$ cat src/rtl/syscfg_pkg.sv
package syscfg_pkg;

    localparam int DATA_W = 32;
    localparam int ADDR_W = 12;

    localparam logic [ADDR_W-1:0] OFF_CFG0 = 12'h000;
    localparam logic [ADDR_W-1:0] OFF_CFG1 = 12'h004;
    localparam logic [ADDR_W-1:0] OFF_CFG3 = 12'h00C;
    localparam logic [ADDR_W-1:0] OFF_CFG4 = 12'h010;
    localparam logic [ADDR_W-1:0] OFF_RET  = 12'h0A0;
    localparam logic [ADDR_W-1:0] OFF_OUT  = 12'h0A4;
    localparam logic [ADDR_W-1:0] OFF_CTRL = 12'h0A8;
    localparam logic [ADDR_W-1:0] OFF_STAT = 12'h0AC;
    localparam logic [ADDR_W-1:0] OFF_LOCK = 12'h100;
    localparam logic [ADDR_W-1:0] OFF_AID  = 12'hFF8;
    localparam logic [ADDR_W-1:0] OFF_ID   = 12'hFFC;

    localparam int DEV_W  = 12;
    localparam int FUNC_W = 6;

    // Encoding doubles as the status word: {error, done}
    typedef enum logic [1:0] {
        CH_IDLE  = 2'b00,
        CH_DONE  = 2'b01,
        CH_FAULT = 2'b11
    } chan_state_e;

    typedef struct packed {
        logic              wr;
        logic [FUNC_W-1:0] func;
        logic [DEV_W-1:0]  dev;
    } ctrl_t;

endpackage

$ cat src/rtl/syscfg_osc_bank.sv
module syscfg_osc_bank #(
    parameter int NUM_OSC = 3,
    parameter int IDX_W = 2,
    parameter logic [NUM_OSC-1:0][31:0] RESET_VALS = {32'd25000000, 32'd24576000, 32'd50000000}
) (
    input  logic             clk,
    input  logic             rst_n,
    input  logic             we,
    input  logic [IDX_W-1:0] idx,
    input  logic [31:0]      wdata,
    output logic [31:0]      rdata
);

    logic [31:0] osc_q [NUM_OSC];

    for (genvar g = 0; g < NUM_OSC; g++) begin : g_osc
        always_ff @(posedge clk) begin
            if (!rst_n) begin
                osc_q[g] <= RESET_VALS[g];
            end else if (we && (int'(idx) == g)) begin
                osc_q[g] <= wdata;
            end
        end

        // an entry not addressed by a write strobe keeps its value
        p_osc_hold_r7: assert property (@(posedge clk) disable iff (!rst_n)
            !(we && (int'(idx) == g)) |=> $stable(osc_q[g]));
    end

    always_comb begin
        rdata = '0;
        for (int i = 0; i < NUM_OSC; i++) begin
            if (int'(idx) == i) begin
                rdata = osc_q[i];
            end
        end
    end

endmodule

$ cat src/rtl/syscfg_cfg_channel.sv
module syscfg_cfg_channel
    import syscfg_pkg::*;
#(
    parameter int NUM_OSC = 3,
    parameter int IDX_W = 2,
    parameter int TARGET_FUNC = 1
) (
    input  logic              clk,
    input  logic              rst_n,
    input  logic              ctrl_we,
    input  logic              req_start,
    input  logic              req_wr,
    input  logic [FUNC_W-1:0] req_func,
    input  logic [DEV_W-1:0]  req_dev,
    input  logic [31:0]       osc_rdata,
    output logic              osc_we,
    output logic [IDX_W-1:0]  osc_idx,
    output logic [31:0]       ctrl_rd,
    output logic [31:0]       ret_rd,
    output logic [1:0]        status
);

    chan_state_e state_q, state_d;
    ctrl_t       ctrl_q;
    logic [31:0] ret_q;
    logic        req_ok;
    logic        ret_load;

    assign req_ok = (req_func == FUNC_W'(TARGET_FUNC)) && (req_dev < DEV_W'(NUM_OSC));

    always_comb begin
        state_d = state_q;
        unique casez ({ctrl_we, req_start, req_ok})
            3'b0??: state_d = state_q;
            3'b10?: state_d = CH_IDLE;
            3'b110: state_d = CH_FAULT;
            3'b111: state_d = CH_DONE;
            default: state_d = state_q;
        endcase
    end

    always_ff @(posedge clk) begin
        if (!rst_n) begin
            state_q <= CH_IDLE;
        end else begin
            state_q <= state_d;
        end
    end

    always_comb begin
        osc_we   = ctrl_we && req_start && req_ok && req_wr;
        ret_load = ctrl_we && req_start && req_ok && !req_wr;
        osc_idx  = req_dev[IDX_W-1:0];
        status   = state_q;
        ctrl_rd  = {1'b0, ctrl_q.wr, 4'b0, ctrl_q.func, 8'b0, ctrl_q.dev};
        ret_rd   = ret_q;
    end

    always_ff @(posedge clk) begin
        if (!rst_n) begin
            ctrl_q <= '{wr: 1'b0, func: FUNC_W'(1), dev: '0};
            ret_q  <= '0;
        end else begin
            if (ctrl_we) begin
                ctrl_q <= '{wr: req_wr, func: req_func, dev: req_dev};
            end
            if (ret_load) begin
                ret_q <= osc_rdata;
            end
        end
    end

    // a control write without start leaves status clear
    p_clear_r6: assert property (@(posedge clk) disable iff (!rst_n)
        (ctrl_we && !req_start) |=> (status == 2'b00));

    // a start always reports done
    p_done_r6: assert property (@(posedge clk) disable iff (!rst_n)
        (ctrl_we && req_start) |=> status[0]);

    // a bad function or device reports error with done
    p_fault_r7: assert property (@(posedge clk) disable iff (!rst_n)
        (ctrl_we && req_start && ((req_func != FUNC_W'(TARGET_FUNC)) || (req_dev >= DEV_W'(NUM_OSC))))
        |=> (status == 2'b11));

    // status only moves on a control write
    p_status_hold_r6: assert property (@(posedge clk) disable iff (!rst_n)
        !ctrl_we |=> $stable(status));

    // return data only changes on a valid read start
    p_ret_hold_r8: assert property (@(posedge clk) disable iff (!rst_n)
        !(ctrl_we && req_start && !req_wr) |=> $stable(ret_rd));

endmodule

$ cat src/rtl/syscfg_lock.sv
module syscfg_lock #(
    parameter int NUM_LOOPS = 8
) (
    input  logic                 clk,
    input  logic                 rst_n,
    input  logic                 we,
    input  logic [NUM_LOOPS-1:0] wmask,
    input  logic [NUM_LOOPS-1:0] locked,
    output logic [31:0]          lock_word
);

    localparam int PAD_W = 32 - 2 * NUM_LOOPS - 1;

    logic [NUM_LOOPS-1:0] mask_q;
    logic                 summary;

    always_ff @(posedge clk) begin
        if (!rst_n) begin
            mask_q <= '1;
        end else if (we) begin
            mask_q <= wmask;
        end
    end

    assign summary   = &(locked | ~mask_q);
    assign lock_word = {mask_q, locked, {PAD_W{1'b0}}, summary};

    // an empty mask always reports all locked
    p_mask_zero_r10: assert property (@(posedge clk) disable iff (!rst_n)
        (mask_q == '0) |-> summary);

    // the mask changes only through a lock-word write
    p_mask_hold_r10: assert property (@(posedge clk) disable iff (!rst_n)
        !we |=> $stable(mask_q));

    // all flags set means locked regardless of mask
    p_all_locked_r10: assert property (@(posedge clk) disable iff (!rst_n)
        (&locked) |-> summary);

endmodule

$ cat src/rtl/syscfg_regs.sv
module syscfg_regs
    import syscfg_pkg::*;
#(
    parameter logic [31:0] CFG4_VALUE = 32'h0,
    parameter logic [31:0] AID_VALUE = 32'h0,
    parameter logic [31:0] ID_VALUE = 32'h0,
    parameter int NUM_OSC = 3,
    parameter logic [NUM_OSC-1:0][31:0] OSC_RESET = {32'd25000000, 32'd24576000, 32'd50000000},
    parameter int LED_W = 8,
    parameter int NUM_LOOPS = 8,
    parameter bit HAS_ERR_FLAG = 1'b1
) (
    input  logic                 clk,
    input  logic                 rst_n,
    input  logic                 bus_sel,
    input  logic                 bus_write,
    input  logic [ADDR_W-1:0]    bus_addr,
    input  logic [DATA_W-1:0]    bus_wdata,
    output logic [DATA_W-1:0]    bus_rdata,
    output logic                 bus_err,
    input  logic [NUM_LOOPS-1:0] loop_locked,
    output logic [LED_W-1:0]     led
);

    localparam int IDX_W = (NUM_OSC > 1) ? $clog2(NUM_OSC) : 1;

    logic        rd_en, wr_en, mapped;
    logic [31:0] cfg0_q, cfg1_q, out_q;
    logic [31:0] ctrl_rd, ret_rd, lock_word, osc_rdata;
    logic [1:0]  status;
    logic        osc_we;
    logic [IDX_W-1:0] osc_idx;

    assign rd_en = bus_sel && !bus_write;
    assign wr_en = bus_sel && bus_write;

    always_comb begin
        mapped = 1'b1;
        case (bus_addr)
            OFF_CFG0, OFF_CFG1, OFF_CFG3, OFF_CFG4, OFF_RET, OFF_OUT,
            OFF_CTRL, OFF_STAT, OFF_LOCK, OFF_AID, OFF_ID: mapped = 1'b1;
            default: mapped = 1'b0;
        endcase
    end

    always_ff @(posedge clk) begin
        if (!rst_n) begin
            cfg0_q <= '0;
            cfg1_q <= '0;
            out_q  <= '0;
        end else if (wr_en) begin
            if (bus_addr == OFF_CFG0) cfg0_q <= bus_wdata;
            if (bus_addr == OFF_CFG1) cfg1_q <= bus_wdata;
            if (bus_addr == OFF_OUT)  out_q  <= bus_wdata;
        end
    end

    assign led = cfg1_q[LED_W-1:0];

    syscfg_cfg_channel #(
        .NUM_OSC(NUM_OSC),
        .IDX_W(IDX_W),
        .TARGET_FUNC(1)
    ) u_channel (
        .clk(clk),
        .rst_n(rst_n),
        .ctrl_we(wr_en && (bus_addr == OFF_CTRL)),
        .req_start(bus_wdata[31]),
        .req_wr(bus_wdata[30]),
        .req_func(bus_wdata[25:20]),
        .req_dev(bus_wdata[11:0]),
        .osc_rdata(osc_rdata),
        .osc_we(osc_we),
        .osc_idx(osc_idx),
        .ctrl_rd(ctrl_rd),
        .ret_rd(ret_rd),
        .status(status)
    );

    syscfg_osc_bank #(
        .NUM_OSC(NUM_OSC),
        .IDX_W(IDX_W),
        .RESET_VALS(OSC_RESET)
    ) u_osc (
        .clk(clk),
        .rst_n(rst_n),
        .we(osc_we),
        .idx(osc_idx),
        .wdata(out_q),
        .rdata(osc_rdata)
    );

    syscfg_lock #(
        .NUM_LOOPS(NUM_LOOPS)
    ) u_lock (
        .clk(clk),
        .rst_n(rst_n),
        .we(wr_en && (bus_addr == OFF_LOCK)),
        .wmask(bus_wdata[31:32-NUM_LOOPS]),
        .locked(loop_locked),
        .lock_word(lock_word)
    );

    always_comb begin
        bus_rdata = '0;
        if (rd_en) begin
            case (bus_addr)
                OFF_CFG0: bus_rdata = cfg0_q;
                OFF_CFG1: bus_rdata = cfg1_q;
                OFF_CFG3: bus_rdata = '0;
                OFF_CFG4: bus_rdata = CFG4_VALUE;
                OFF_RET:  bus_rdata = ret_rd;
                OFF_OUT:  bus_rdata = out_q;
                OFF_CTRL: bus_rdata = ctrl_rd;
                OFF_STAT: bus_rdata = {30'b0, status};
                OFF_LOCK: bus_rdata = lock_word;
                OFF_AID:  bus_rdata = AID_VALUE;
                OFF_ID:   bus_rdata = ID_VALUE;
                default:  bus_rdata = '0;
            endcase
        end
    end

    if (HAS_ERR_FLAG) begin : g_err
        logic err_q;

        always_ff @(posedge clk) begin
            if (!rst_n) begin
                err_q <= 1'b0;
            end else begin
                err_q <= bus_sel && !mapped;
            end
        end

        assign bus_err = err_q;

        // every unmapped access raises the flag next cycle
        p_err_flag_r4: assert property (@(posedge clk) disable iff (!rst_n)
            (bus_sel && !mapped) |=> bus_err);

        // no flag after an idle cycle or a mapped access
        p_err_quiet_r4: assert property (@(posedge clk) disable iff (!rst_n)
            !(bus_sel && !mapped) |=> !bus_err);
    end else begin : g_no_err
        assign bus_err = 1'b0;
    end

    // reserved and start positions of the control word read zero
    p_ctrl_resv_r5: assert property (@(posedge clk) disable iff (!rst_n)
        (rd_en && (bus_addr == OFF_CTRL)) |-> (bus_rdata[31] == 1'b0 &&
        bus_rdata[29:26] == 4'b0 && bus_rdata[19:12] == 8'b0));

    // the LEDs follow a configuration word 1 write
    p_led_r2: assert property (@(posedge clk) disable iff (!rst_n)
        (wr_en && (bus_addr == OFF_CFG1)) |=> (led == $past(bus_wdata[LED_W-1:0])));

    // configuration word 3 never reads anything but zero
    p_cfg3_zero_r3: assert property (@(posedge clk) disable iff (!rst_n)
        (rd_en && (bus_addr == OFF_CFG3)) |-> (bus_rdata == '0));

endmodule

$ cat config.mk
export PLATFORM = sky130hd
export DESIGN_NAME = syscfg_regs
export DESIGN_NICKNAME = d
export VERILOG_FILES = /design/src/rtl/syscfg_pkg.sv /design/src/rtl/syscfg_osc_bank.sv /design/src/rtl/syscfg_cfg_channel.sv /design/src/rtl/syscfg_lock.sv /design/src/rtl/syscfg_regs.sv
export SDC_FILE = /design/constraint.sdc
export NUM_CORES = 1
export LEC_CHECK = 0
export ABC_AREA = 1
export BUFFER_PORTS_ARGS = -buffer_cell sky130_fd_sc_hd__buf_2
export CORE_MARGIN = 1.5
export CORE_UTILIZATION = 55
export DETAILED_ROUTE_END_ITERATION = 8
export PLACE_DENSITY_LB_ADDON = 0.25
export SKIP_LAST_GASP = 1
export SLEW_MARGIN = 10
export SYNTH_ARGS = -nofsm -noshare
export SYNTH_HDL_FRONTEND = slang
export SYNTH_SLANG_ARGS = --single-unit
$ cat constraint.sdc
create_clock -name clk -period 2.66 [get_ports clk]
set_input_delay 0.399 -clock clk [delete_from_list [all_inputs] [get_ports clk]]
set_output_delay 0.399 -clock clk [all_outputs]
set_load 0.1 [all_outputs]
======== Word-level counts from Yosys, hierarchy flattened ========
Memory sizes are Yosys's and may differ from the RTL's.
Index checks and enable logic that the tools add are counted.
storage, ports and cells
  register bits after elaboration ......... 158
  bits in writable memories ............... 96
  input bits .............................. 56
  output and inout bits ................... 41
  logic and storage cells ................. 76
  memories ................................ 1
memories
  name         depth  width  read ports  clocked after memory_dff  wr ports  line                   source
  u_osc.osc_q  3      32     3           0                         3         syscfg_osc_bank.sv:14  logic [31:0] osc_q [NUM_OSC];
operators by class
  magnitude comparators ................... 1
  equality and inequality tests ........... 16
  muxes and demuxes ....................... 20
  bitwise gates (word level) .............. 5
  reductions and logical operators ........ 23
operator list
  cell                                                                            number
  32-bit two-way mux                                                              7
  32-bit one-hot mux with 7 select lines                                          1
  12-bit by 8-bit equality test with 1-bit output (second input constant)         4
  12-bit equality test (second input constant)                                    2
  1-bit logical AND                                                               13
  12-bit by 3-bit equality test with 1-bit output (second input constant)         1
  12-bit by 4-bit equality test with 1-bit output (second input constant)         1
  12-bit by 5-bit equality test with 1-bit output (second input constant)         1
  12-bit by 9-bit equality test with 1-bit output (second input constant)         1
  12-bit zero test                                                                1
  12-bit by 2-bit less-than comparator with 1-bit output (second input constant)  1
  1-bit two-way mux                                                               11
  11-bit OR reduction                                                             1
  8-bit NOT                                                                       1
  8-bit bitwise OR                                                                1
  8-bit AND reduction                                                             1
  2-bit equality test (second input constant)                                     3
  3-bit equality test (second input constant)                                     2
  6-bit by 1-bit equality test with 1-bit output (second input constant)          1
  2-bit one-hot mux with 3 select lines                                           1
  2-bit AND reduction                                                             3
  1-bit zero test                                                                 3
  1-bit bitwise OR                                                                3
  2-bit zero test                                                                 1

======== Depth between registers and ports, before layout ========
Gate-level depths: netlist (run 1).
  depth in word-level cells ............... 10
  depth in mapped cells ................... 11
  gate-level depth less buffers ........... 10

======== Hierarchy ========
A second synthesis (run 1) with hierarchy kept.
second synthesis, totals
  cells, all modules ...................... 1787
  area total of the unflattened synthesis .. 13391.6 µm²
by module, submodules not included
  module              times used  cells an instance  area an instance (µm²)  sequential area each (µm²)
  syscfg_regs         1           962                5940.7                  1941.9
  syscfg_osc_bank     1           399                4325.4                  2882.8
  syscfg_cfg_channel  1           339                2560.0                  1061.0
  syscfg_lock         1           87                 565.5                   160.2

======== Worst setup path before layout (run 1) ========
No wires, ideal clock.
  path type ............................... in2out
  start point ............................. in bus_addr[8]
  end point ............................... out bus_rdata[2]
  arrival time ............................ 2.697 ns
  required time ........................... 2.261 ns
  slack ................................... -0.436 ns
  stages .................................. 10
  buffers on the path ..................... 1
  cells stage by stage .................... nor2_1 nand2_2 nor2_4 nand2_1 inv_2 clkbuf_1 nand2_1 nand3_1 nor2_1 nor2_1
on the way
  word-level cells in the longest chain between the ends .. 3
  elaborated cells between the ends (all ways) .. 9
  classes of those cells .................. eq/ne (6); mux (2); reduce/logical (1)
RTL lines
  what                                                                     line                source
  start: declaration                                                       syscfg_regs.sv:17   input logic [ADDR_W-1:0] bus_addr,
  12-bit by 9-bit equality test with 1-bit output (tied with other cells)  syscfg_regs.sv:107  case (bus_addr)
  32-bit one-hot mux with 7 select lines *                                 syscfg_regs.sv:107
  32-bit two-way mux *                                                     syscfg_regs.sv:106  if (rd_en) begin
  end: declaration                                                         syscfg_regs.sv:19   output logic [DATA_W-1:0] bus_rdata,
Mark *: on every way between the ends. The rest lies on a longest branch, timed or not.

======== Worst setup path after layout (run 1) ========
  start point ............................. in bus_addr[4]
  end point ............................... out bus_rdata[27]
The elaborated chain is that of the path after synthesis.

==> impl_results.md, run 1 <==
* Maximum clock frequency at 395.1 MHz
* Max Slew Vio Count at 0
* DRC viols at 0
* # fillers at 1617
* Setup TNS Final at 0 ns
* Crit path buf inv count at 4
* Overall global routing resource usage at 29.63%
* CP endpoint kind: output port
* Worst-path fanout max at 31
* Pint at 6.419 mW
* Clock power share at 45.5%
* Post-synthesis register bit count at 254
* Fin nets at 1600
* CP top delay family: simple AND/OR/NAND/NOR gates
* Synth unique cells at 29
* CP arrival at 2.13 ns
* Reg2reg start: u_osc.osc_q[0][21]
* Initial Util at 56.37%
* Net Sw Power at 1.772 mW
* Multi-input gate area at 0.004523 mm²
* Worst slew margin at 55.12%
* Critical-path cell list: buf_2 -> nor2_1 -> nand2_1 -> inv_1 -> nand2_1 -> nor2_2 -> buf_12 -> nand2_1 -> o21ai_0 -> nor2_1 -> nor2_1 -> buf_12
* Status: completed
* # rows at 52
* Peak VDD IR at 0.6586 mV
* Tcrit/Tclk final at 95.16%
* Gate Count Post-Synth at 1478
* Port Buffer Count at 96
* Die height at 147.5 µm
* Setup bufs post-CTS at 0
* Antenna violations before repair at 2
* Detailed-placement wirelength estimate at 20.86 mm
* Seq/Total Area, Yosys at 52.66%
* Power Total at 8.191 mW
* DR pass1 iterations at 5
* Reg area at 0.006046 mm²
* Slowest CP cell: buf_12
* Worst-Skew Late Latency at 0.52 ns
* Top post-synthesis cells by area: dfxtp_1 28%, edfxtp_1 25%, nand2_1 11%
* Crit path launch: bus_addr[4]
* Synth Cell Area at 0.01148 mm²
* RSZ-0062 raised after global routing: true
* Largest net degree at the start of global routing at 73
* Clk root buf: clkbuf_16
* Min-Delay Startpoint: bus_wdata[29]
* Worst-Margin Slew at 0.6724 ns
* Clock Tree Buf Depth at 3
* Fraction of registers with async set/reset at 0%
* Synth-to-Final Area Change at 19.56%
* WP data required at 2.26 ns
* Overflow after GRT at 0
* Via count at 10470
* Synth Area per Inst at 7.767 µm²
* Hold Path Class: in -> reg
* Combinational share of power at 4.8%
* Syn nets at 1534
* H-tree levels at 1
* Vias per cell at 5.714
* CP peak stage delay at 0.21 ns
* Flop pwr share at 49.7%
* WS Path Type: in -> out
* Synth top area share at 27.55%
* First-pass GRT wire length at 50.91 mm
* Total die area at 0.02175 mm²
* GPL Wtd Cong at 0.9160
* Power Density at 596.7 mW/mm²
* CTS tree: yes
* Fin area at 0.01373 mm²
* Worst-path clk slew at 0.06 ns
* Placed instance area at 0.01283 mm²
* Clock sinks at 254
* Final setup viols at 0
* Top FF cell, synth: dfxtp_1
* Critical path launch point type: input port
* Routed Antenna Nets at 0
* DIE WIDTH at 147.5 µm
* Clk_skew at 0.009833 ns
* Cts bufs inserted at 25
* Vias in the first global route at 9495
* Core area at 0.02036 mm²
* Routed wire length at 32.10 mm
* Share of layout cells above drive strength 1 at 14.66%
* # IOs at 97
* Yosys synthesis warning count at 0
* Endpoints failing hold at 0
* Post-synth EDFFs at 96
* Net Sw Frac at 21.63%
* Final critical-path required period at 2.531 ns
* First DRT Iteration DRCs at 1357
* Max cap viols at 0
* Routed WL per cell at 17.51 µm
* Leak Pwr at 5.047 nW
* Yosys top cell by area: dfxtp_1
worst paths after layout:
| kind | slack [ns] | endpoint | cells after the start |
|---|---|---|---|
| setup / recovery | 0.13 | bus_rdata[27] | 12 |
| hold / removal | 0.14 | u_lock.mask_q[5] | 3 |
| setup reg to reg | 1.57 | u_channel.ret_rd[21] | 6 |
| hold reg to reg | 0.44 | u_channel.ctrl_rd[4] | 2 |
kinds of logic (layout without fill, tap and decap cells):
group / count (synthesis) / after routing / share of synthesized area (%)
other: 0 / 1 / 0
AND/OR/NAND/NOR: 689 / 689 / 25.37
buffers and inverters: 231 / 315 / 8.512
flip-flops: 254 / 254 / 52.66
AO/OA/AOI/OAI: 304 / 304 / 13.45
worst min-delay path: cells and delay by family:
kind | cells | cell delay, ns
buffers and inverters | 1 | 0.11
AND/OR/NAND/NOR | 2 | 0.12
area by class of cell:
type                    count  area share, %
diodes                      1        0.01823
well taps                 270          2.461
inverters                 123          3.364
repair buffers            147          10.81
multi-input cells         993          32.95
clock buffers              27          4.758
flip-flops and latches    254          44.05
clock inverters            18          1.586
synth_stat cells (9+ instances only):
library cell and number:
clkbuf_1 58, buf_4 16, inv_1 119, buf_2 22, a21oi_1 180, nand2_1 341, buf_1 9, nand3_1 111
nor2_1 184, edfxtp_1 96, dfxtp_1 158, o21ai_0 113, nand4_1 33
through the flow:
stage	utilization [%]	std cells	hold slack [ns]	setup WS, ns
final	67.40	1833	0.1390	0.1288
after global placement	62.99	1787	0.4306	0.09774
after floorplan	-	1478	0.4237	-0.4360
after global routing	67.40	1833	0.1486	-0.03070
after detailed placement	62.99	1787	0.4342	0.07138
after CTS	67.26	1832	0.1259	0.06005
registers in the layout, indices dropped and copies added, names as in the netlist:
signal,cells
u_channel.ret_rd,32
u_osc.osc_q,96
u_channel.ctrl_rd,19
u_lock.mask_q,8
u_channel.status,2
cfg0_q,32
bus_err,1
cfg1_q,32
out_q,32
metal layers:
layer	GRT usage, %	up-vias	part of all wire [%]
li1	-	4990	-
met1	44.18	4926	43
met3	3.642	39	9.3
met2	45.56	517	46
met5	0	-	0.037
met4	8.400	2	1.5
repair_timing:
item                                   in CTS  in global routing
endpoints found under the hold margin       0                  0
resized for setup                           0                 10
setup endpoints to repair                   0                 31
hold buffers                                0                  0
cells in the final DEF (no fill, tap or decap), types with 2 or more instances in the layout:
cell	Yosys	final
nand2_1	341	339
a21oi_1	180	180
nor2_1	184	166
dfxtp_1	158	158
inv_1	119	118
o21ai_0	113	112
nand3_1	111	110
edfxtp_1	96	96
buf_2	22	63
buf_12	0	43
buf_4	16	41
nand4_1	33	33
clkbuf_16	0	25
nor2_2	1	19
clkinv_2	0	8
o211ai_1	6	6
inv_2	4	5
bufinv_16	0	5
nand2_2	2	4
nor3_1	5	4
o22ai_1	4	4
nand4_2	3	3
clkinv_1	0	3
nor3_4	1	2
nor2_4	2	2
nor3_2	2	2
clkbuf_8	0	2
power groups by stage:
stage               clock (mW)  combinational [mW]  sequential (mW)
finish                    3.73               0.393             4.07
global placement             0               0.380             4.15
CTS                       3.75               0.387             4.07
global route              3.90               0.431             4.07
floorplan                    0               0.205             4.16
detailed placement           0               0.384             4.15
Power figures use the tool's default switching activity.
==> run 2: changes to the inputs <==
- SYNTH_HIERARCHICAL: not set -> 1
==> run 2 against run 1 <==
Sequential cell count is the same. Wire length grew 16%. Global-route usage shrank 0.63 points. Clock-buffer cell count grew 8. Non-clock buffer count grew 14. Cell count grew 19%. Critical path depth is the same. Design area grew 12%. Die area grew 16%. Largest cell class unchanged. Largest power group unchanged. Sequential share of layout area shrank 4.8 points. Critical path type unchanged.
==> impl_results.md, run 2 <==
* Status: completed
* Combinational share of power at 5.7%
* Synth Area per Inst at 7.494 µm²
* Via count at 11980
* CP endpoint kind: output port
* Top post-synthesis cells by area: dfxtp_1 24%, edfxtp_1 22%, nand3_1 10%
* Post-synthesis register bit count at 254
* Top FF cell, synth: dfxtp_1
* Synth Cell Area at 0.01339 mm²
* Fin nets at 1892
* Initial Util at 56.55%
* Commonest non-fill, non-tap cells in the layout: 317 x nand2_1, 272 x nand3_1, 233 x inv_1
* Overall global routing resource usage at 29.00%
* Worst slew margin at 40.83%
* Critical path launch point type: input port
* Vias per cell at 5.501
* Gate Count Post-Synth at 1787
* Post-synth EDFFs at 96
* Crit path launch: bus_addr[9]
* Max cap viols at 0
* Pint at 6.402 mW
* Worst setup margin at 0.1808 ns
* Seq/Total Area, Yosys at 45.15%
* First DRT Iteration DRCs at 1069
* Leak Pwr at 6.198 nW
* Core area at 0.02368 mm²
* Reg2reg start: u_osc/osc_q[1][30]
* # rows at 56
* GPL Wtd Cong at 0.8919
* Maximum clock frequency at 403.4 MHz
* CTS tree: yes
* Net Sw Frac at 23.02%
* Peak VDD IR at 0.4323 mV
* Routed Antenna Nets at 0
* WP data required at 2.26 ns
* Clk_skew at 0.01034 ns
* Most common cell after layout, fill and taps aside: nand2_1
* R2R Path End: u_channel/ret_rd[30]
* Synth unique cells at 32
* Placed instance area at 0.01442 mm²
* Most flop-heavy register: u_osc/osc_q
* Max Slew Vio Count at 0
* Multi-input gate area at 0.005529 mm²
* Reg area at 0.006046 mm²
* DR pass1 iterations at 5
* Clock sinks at 254
* Final setup viols at 0
* Power Density at 540.1 mW/mm²
* WS Path Type: in -> out
* Reg-to-reg slack, setup at 1.65 ns
* Fin area at 0.01540 mm²
* Placed insts at 2122
* Die height at 159.0 µm
* Endpoints failing hold at 0
* Tcrit/Tclk final at 93.20%
* Fraction of registers with async set/reset at 0%
* Post-synth top cells: 320 x nand2_1, 272 x nand3_1, 233 x inv_1
* Worst-Skew Late Latency at 0.54 ns
* Total die area at 0.02529 mm²
* Routed wire length at 37.28 mm
* Worst reg2reg path depth at 4
* Top-count cell post-synth: nand2_1
* Vias in the first global route at 11460
* Worst-Margin Slew at 0.8866 ns
* Overflow after GRT at 0
* Final critical-path required period at 2.479 ns
* H-tree levels at 1
* Hold Path Class: in -> reg
* Fin cells at 2177
* Routed WL per cell at 17.12 µm
* Fin Hold WS at 0.1520 ns
* Largest net degree at the start of global routing at 65
* Synth-to-Final Area Change at 14.97%
* Hold Buf Count CTS at 0
* Worst-path clk slew at 0.06 ns
* Worst-path fanout max at 20
* # IOs at 97
* RSZ-0062 raised after global routing: false
* Max reg flops at 96
* Dpl ws at 0.08911 ns
* Synth top area share at 23.62%
* Yosys top cell by area: dfxtp_1
* Clock power share at 45.4%
* Clk root buf: clkbuf_16
* Flop pwr share at 48.9%
* Share of layout cells above drive strength 1 at 16.69%
* # fillers at 2035
* Antenna violations before repair at 1
* Last element of the critical path: bus_rdata[10]
* DRC viols at 0
* Detailed-placement wirelength estimate at 24.88 mm
* Clock Tree Buf Depth at 3
* First-pass GRT wire length at 59.20 mm
* DIE WIDTH at 159.0 µm
* Power Total at 8.316 mW
* CP arrival at 2.08 ns
* Cts bufs inserted at 27
* Net Sw Power at 1.914 mW
* Port Buffer Count at 96
* Yosys synthesis warning count at 6
[run 2: worst max-delay path, stage by stage]
cell and delay (ns):
buf_2 0.12, nor2_1 0.15, nand2_2 0.12, nor2_4 0.24, buf_4 0.29, nand3_1 0.11, nand2_1 0.08, inv_1 0.04
nand2_1 0.05, nor2_1 0.04, nor2_1 0.21, buf_12 0.21
[run 2: how the worst min path moves through the flow]
stage / endpoint / start / cells past startpoint / slack (ns)
CTS: bus_err / bus_sel / 3 / 0.14
floorplan: cfg1_q[13] / cfg1_q[13] / 2 / 0.42
finish: bus_err / bus_sel / 3 / 0.15
detailed placement: cfg1_q[30] / cfg1_q[30] / 2 / 0.44
global route: bus_err / bus_sel / 3 / 0.15
global placement: cfg1_q[13] / cfg1_q[13] / 2 / 0.43
[run 2: final cells by class]
cell class | count | share of cell area [%]
Sequential cell | 254 | 39.27
Multi-Input combinational cell | 1152 | 35.91
Timing Repair Buffer | 161 | 10.60
Inverter | 240 | 5.876
Clock buffer | 35 | 4.722
Tap cell | 319 | 2.592
Clock inverter | 15 | 1.016
Antenna cell | 1 | 0.01625
[run 2: cells by family (layout without fill, tap and decap cells)]
kind of cell           after synthesis  in the layout  share of synthesized area (%)
other                                2             29                        0.05608
buffers and inverters              407            451                          15.08
DFF                                254            254                          45.15
and+or+nand+nor                    913            913                          31.81
AOI/OAI and AO/OA                  211            211                          7.904
[run 2: what timing repair did]
action | CTS | global route
buffers inserted | 0 | 3
gates resized for setup | 0 | 13
setup endpoints to repair | 0 | 17
[run 2: per-stage QoR]
stage	utilization, %	TNS [ns]
finish	65.01	0
global route	65.00	0
CTS	64.61	0
detailed placement	60.88	0
global placement	60.88	0
floorplan	-	-4.982
[run 2: layer usage]
layer / routed length [µm] / track usage (%) / up-vias
met2: 18090 / 48.91 / 510
met5: 13 / 0 / -
met1: 14840 / 36.97 / 5553
met4: 1797 / 14.24 / 2
met3: 2536 / 3.464 / 117
li1: - / - / 5793
[run 2: power by group through the flow]
stage,Combinational [mW],Sequential (mW),Clock [mW]
6_report,0.470,4.07,3.78
3_3_place_gp,0.459,4.15,0
4_1_cts,0.466,4.07,3.82
3_5_place_dp,0.464,4.15,0
5_1_grt,0.510,4.07,3.98
2_1_floorplan,0.302,4.16,0
==> run 3: changes to the inputs <==
- PLACE_DENSITY: not set -> 0.75
- PLACE_DENSITY_LB_ADDON: 0.25 -> not set
==> run 3 against run 2 <==
Critical path depth up 1. Combinational power about the same. Global-route usage up 0.22 points. Maximum frequency down 1.8%. Largest cell class unchanged. Sequential power about the same. Setup slack worse by 0.046 ns. Sequential cell count unchanged. Die area unchanged. Hold slack worse by 0.0064 ns. Critical endpoint is now bus_rdata[1]. Largest power group unchanged.
==> impl_results.md, run 3 (synthesized netlist as in run 2, its figures left out) <==
* CTS tree: yes
* Tcrit/Tclk final at 94.92%
* Max Slew Vio Count at 0
* Antenna Cells at 0
* Final critical-path required period at 2.525 ns
* Core area at 0.02368 mm²
* Resize count post-CTS at 0
* Endpoints failing hold at 0
* Routed Antenna Nets at 0
* Cts bufs inserted at 27
* CP arrival at 2.13 ns
* Total die area at 0.02529 mm²
* Routed WL per cell at 17.18 µm
* Port Buffer Count at 96
* WS Path Type: in -> out
* Power Density at 546.6 mW/mm²
* Via count at 12070
* Placed insts at 2122
* Fin cells at 2171
* DR pass1 iterations at 5
* Synth-to-Final Area Change at 14.75%
* WP data required at 2.26 ns
* Antenna violations before repair at 0
* Net Sw Frac at 22.51%
* Flop pwr share at 48.4%
* Max cap viols at 0
* Fin area at 0.01537 mm²
* Most common cell after layout, fill and taps aside: nand2_1
* Die height at 159.0 µm
* Worst-path clk slew at 0.06 ns
* Clk root buf: clkbuf_16
* Vias in the first global route at 11470
* GPL Wtd Cong at 0.9138
* Overflow after GRT at 0
* CP endpoint kind: output port
* Worst slew margin at 37.31%
* Commonest non-fill, non-tap cells in the layout: 317 x nand2_1, 272 x nand3_1, 233 x inv_1
* Clock sinks at 254
* Worst-Skew Late Latency at 0.53 ns
* Combinational share of power at 5.6%
* Hold Buf Count CTS at 0
* First DRT Iteration DRCs at 1292
* Initial Util at 56.55%
* Share of layout cells above drive strength 1 at 15.98%
* Fin nets at 1888
* H-tree levels at 1
* DRC viols at 0
* Vias per cell at 5.561
* # rows at 56
* Clock Tree Buf Depth at 3
* Placed instance area at 0.01446 mm²
* Max reg flops at 96
* Worst-path fanout max at 10
* Clock power share at 46.0%
* Net Sw Power at 1.891 mW
* # fillers at 2061
* Leak Pwr at 6.192 nW
* Critical path launch point type: input port
* Setup bufs post-CTS at 0
* Post-layout util at 64.89%
* Most flop-heavy register: u_osc/osc_q
* # IOs at 97
* Pint at 6.509 mW
* Hold Path Class: in -> reg
* Status: completed
* Clk_skew at 0.01219 ns
* DIE WIDTH at 159.0 µm
* Peak VDD IR at 0.4128 mV
* Overall global routing resource usage at 29.22%
* RSZ-0062 raised after global routing: true
* Routed wire length at 37.29 mm
* Detailed-placement wirelength estimate at 24.72 mm
* First-pass GRT wire length at 59.55 mm
* Final setup viols at 0
* Maximum clock frequency at 396.1 MHz
* Worst-Margin Slew at 0.9393 ns
* Largest net degree at the start of global routing at 112
==> run 3: final cells by class <==
type                    instances  area [µm²]  area share [%]
clock buffers                  36       734.5           4.779
clock inverters                13       171.4           1.115
inverters                     240       904.6           5.887
multi-input cells            1152        5499           35.78
flip-flops and latches        254        6046           39.34
well taps                     319       399.1           2.597
repair buffers                157        1613           10.50
==> run 3: stage by stage <==
step	hold WS, ns	setup slack, ns	TNS (ns)	power, mW
final	0.1456	0.1352	0	8.400
after global routing	0.1487	-0.02476	-0.02476	8.643
after CTS	0.1371	0.09579	0	8.418
after detailed placement	0.4360	0.04138	0	4.613
after global placement	0.4325	0.06524	0	4.605
after floorplan	0.4243	-0.2939	-4.982	4.459
==> run 3: final timing paths <==
path / startpoint / endpoint / slack (ns) / cells after the start
setup / recovery: bus_addr[4] / bus_rdata[1] / 0.14 / 13
hold / removal: bus_sel / bus_err / 0.15 / 3
setup reg to reg: u_osc/osc_q[1][31] / u_channel/ret_rd[31] / 1.65 / 4
hold reg to reg: cfg1_q[14] / cfg1_q[14] / 0.45 / 2
==> run 3: per-layer routing <==
| layer | GRT usage [%] | share of wire, % | routed length [µm] |
|---|---|---|---|
| met1 | 37.78 | 40 | 14980 |
| met2 | 50.85 | 50 | 18470 |
| met3 | 3.256 | 6.9 | 2584 |
| met4 | 9.991 | 3.4 | 1254 |
| met5 | 0 | 0 | 0 |
==> run 3: critical path, stage by stage <==
cell	delay [ns]
buf_2	0.11
nor2_1	0.16
nand2_1	0.10
buf_4	0.15
nor2_4	0.16
nand2_1	0.10
nand2_1	0.08
nor2_1	0.04
nand2_2	0.07
nand2_2	0.08
buf_4	0.19
nor2_1	0.26
buf_12	0.22
==> run 3: power groups by stage <==
| stage | clock network, mW | logic, mW | registers (mW) |
|---|---|---|---|
| floorplan | 0 | 0.302 | 4.16 |
| global placement | 0 | 0.452 | 4.15 |
| detailed placement | 0 | 0.460 | 4.15 |
| CTS | 3.89 | 0.462 | 4.07 |
| global route | 4.07 | 0.506 | 4.07 |
| finish | 3.86 | 0.471 | 4.07 |
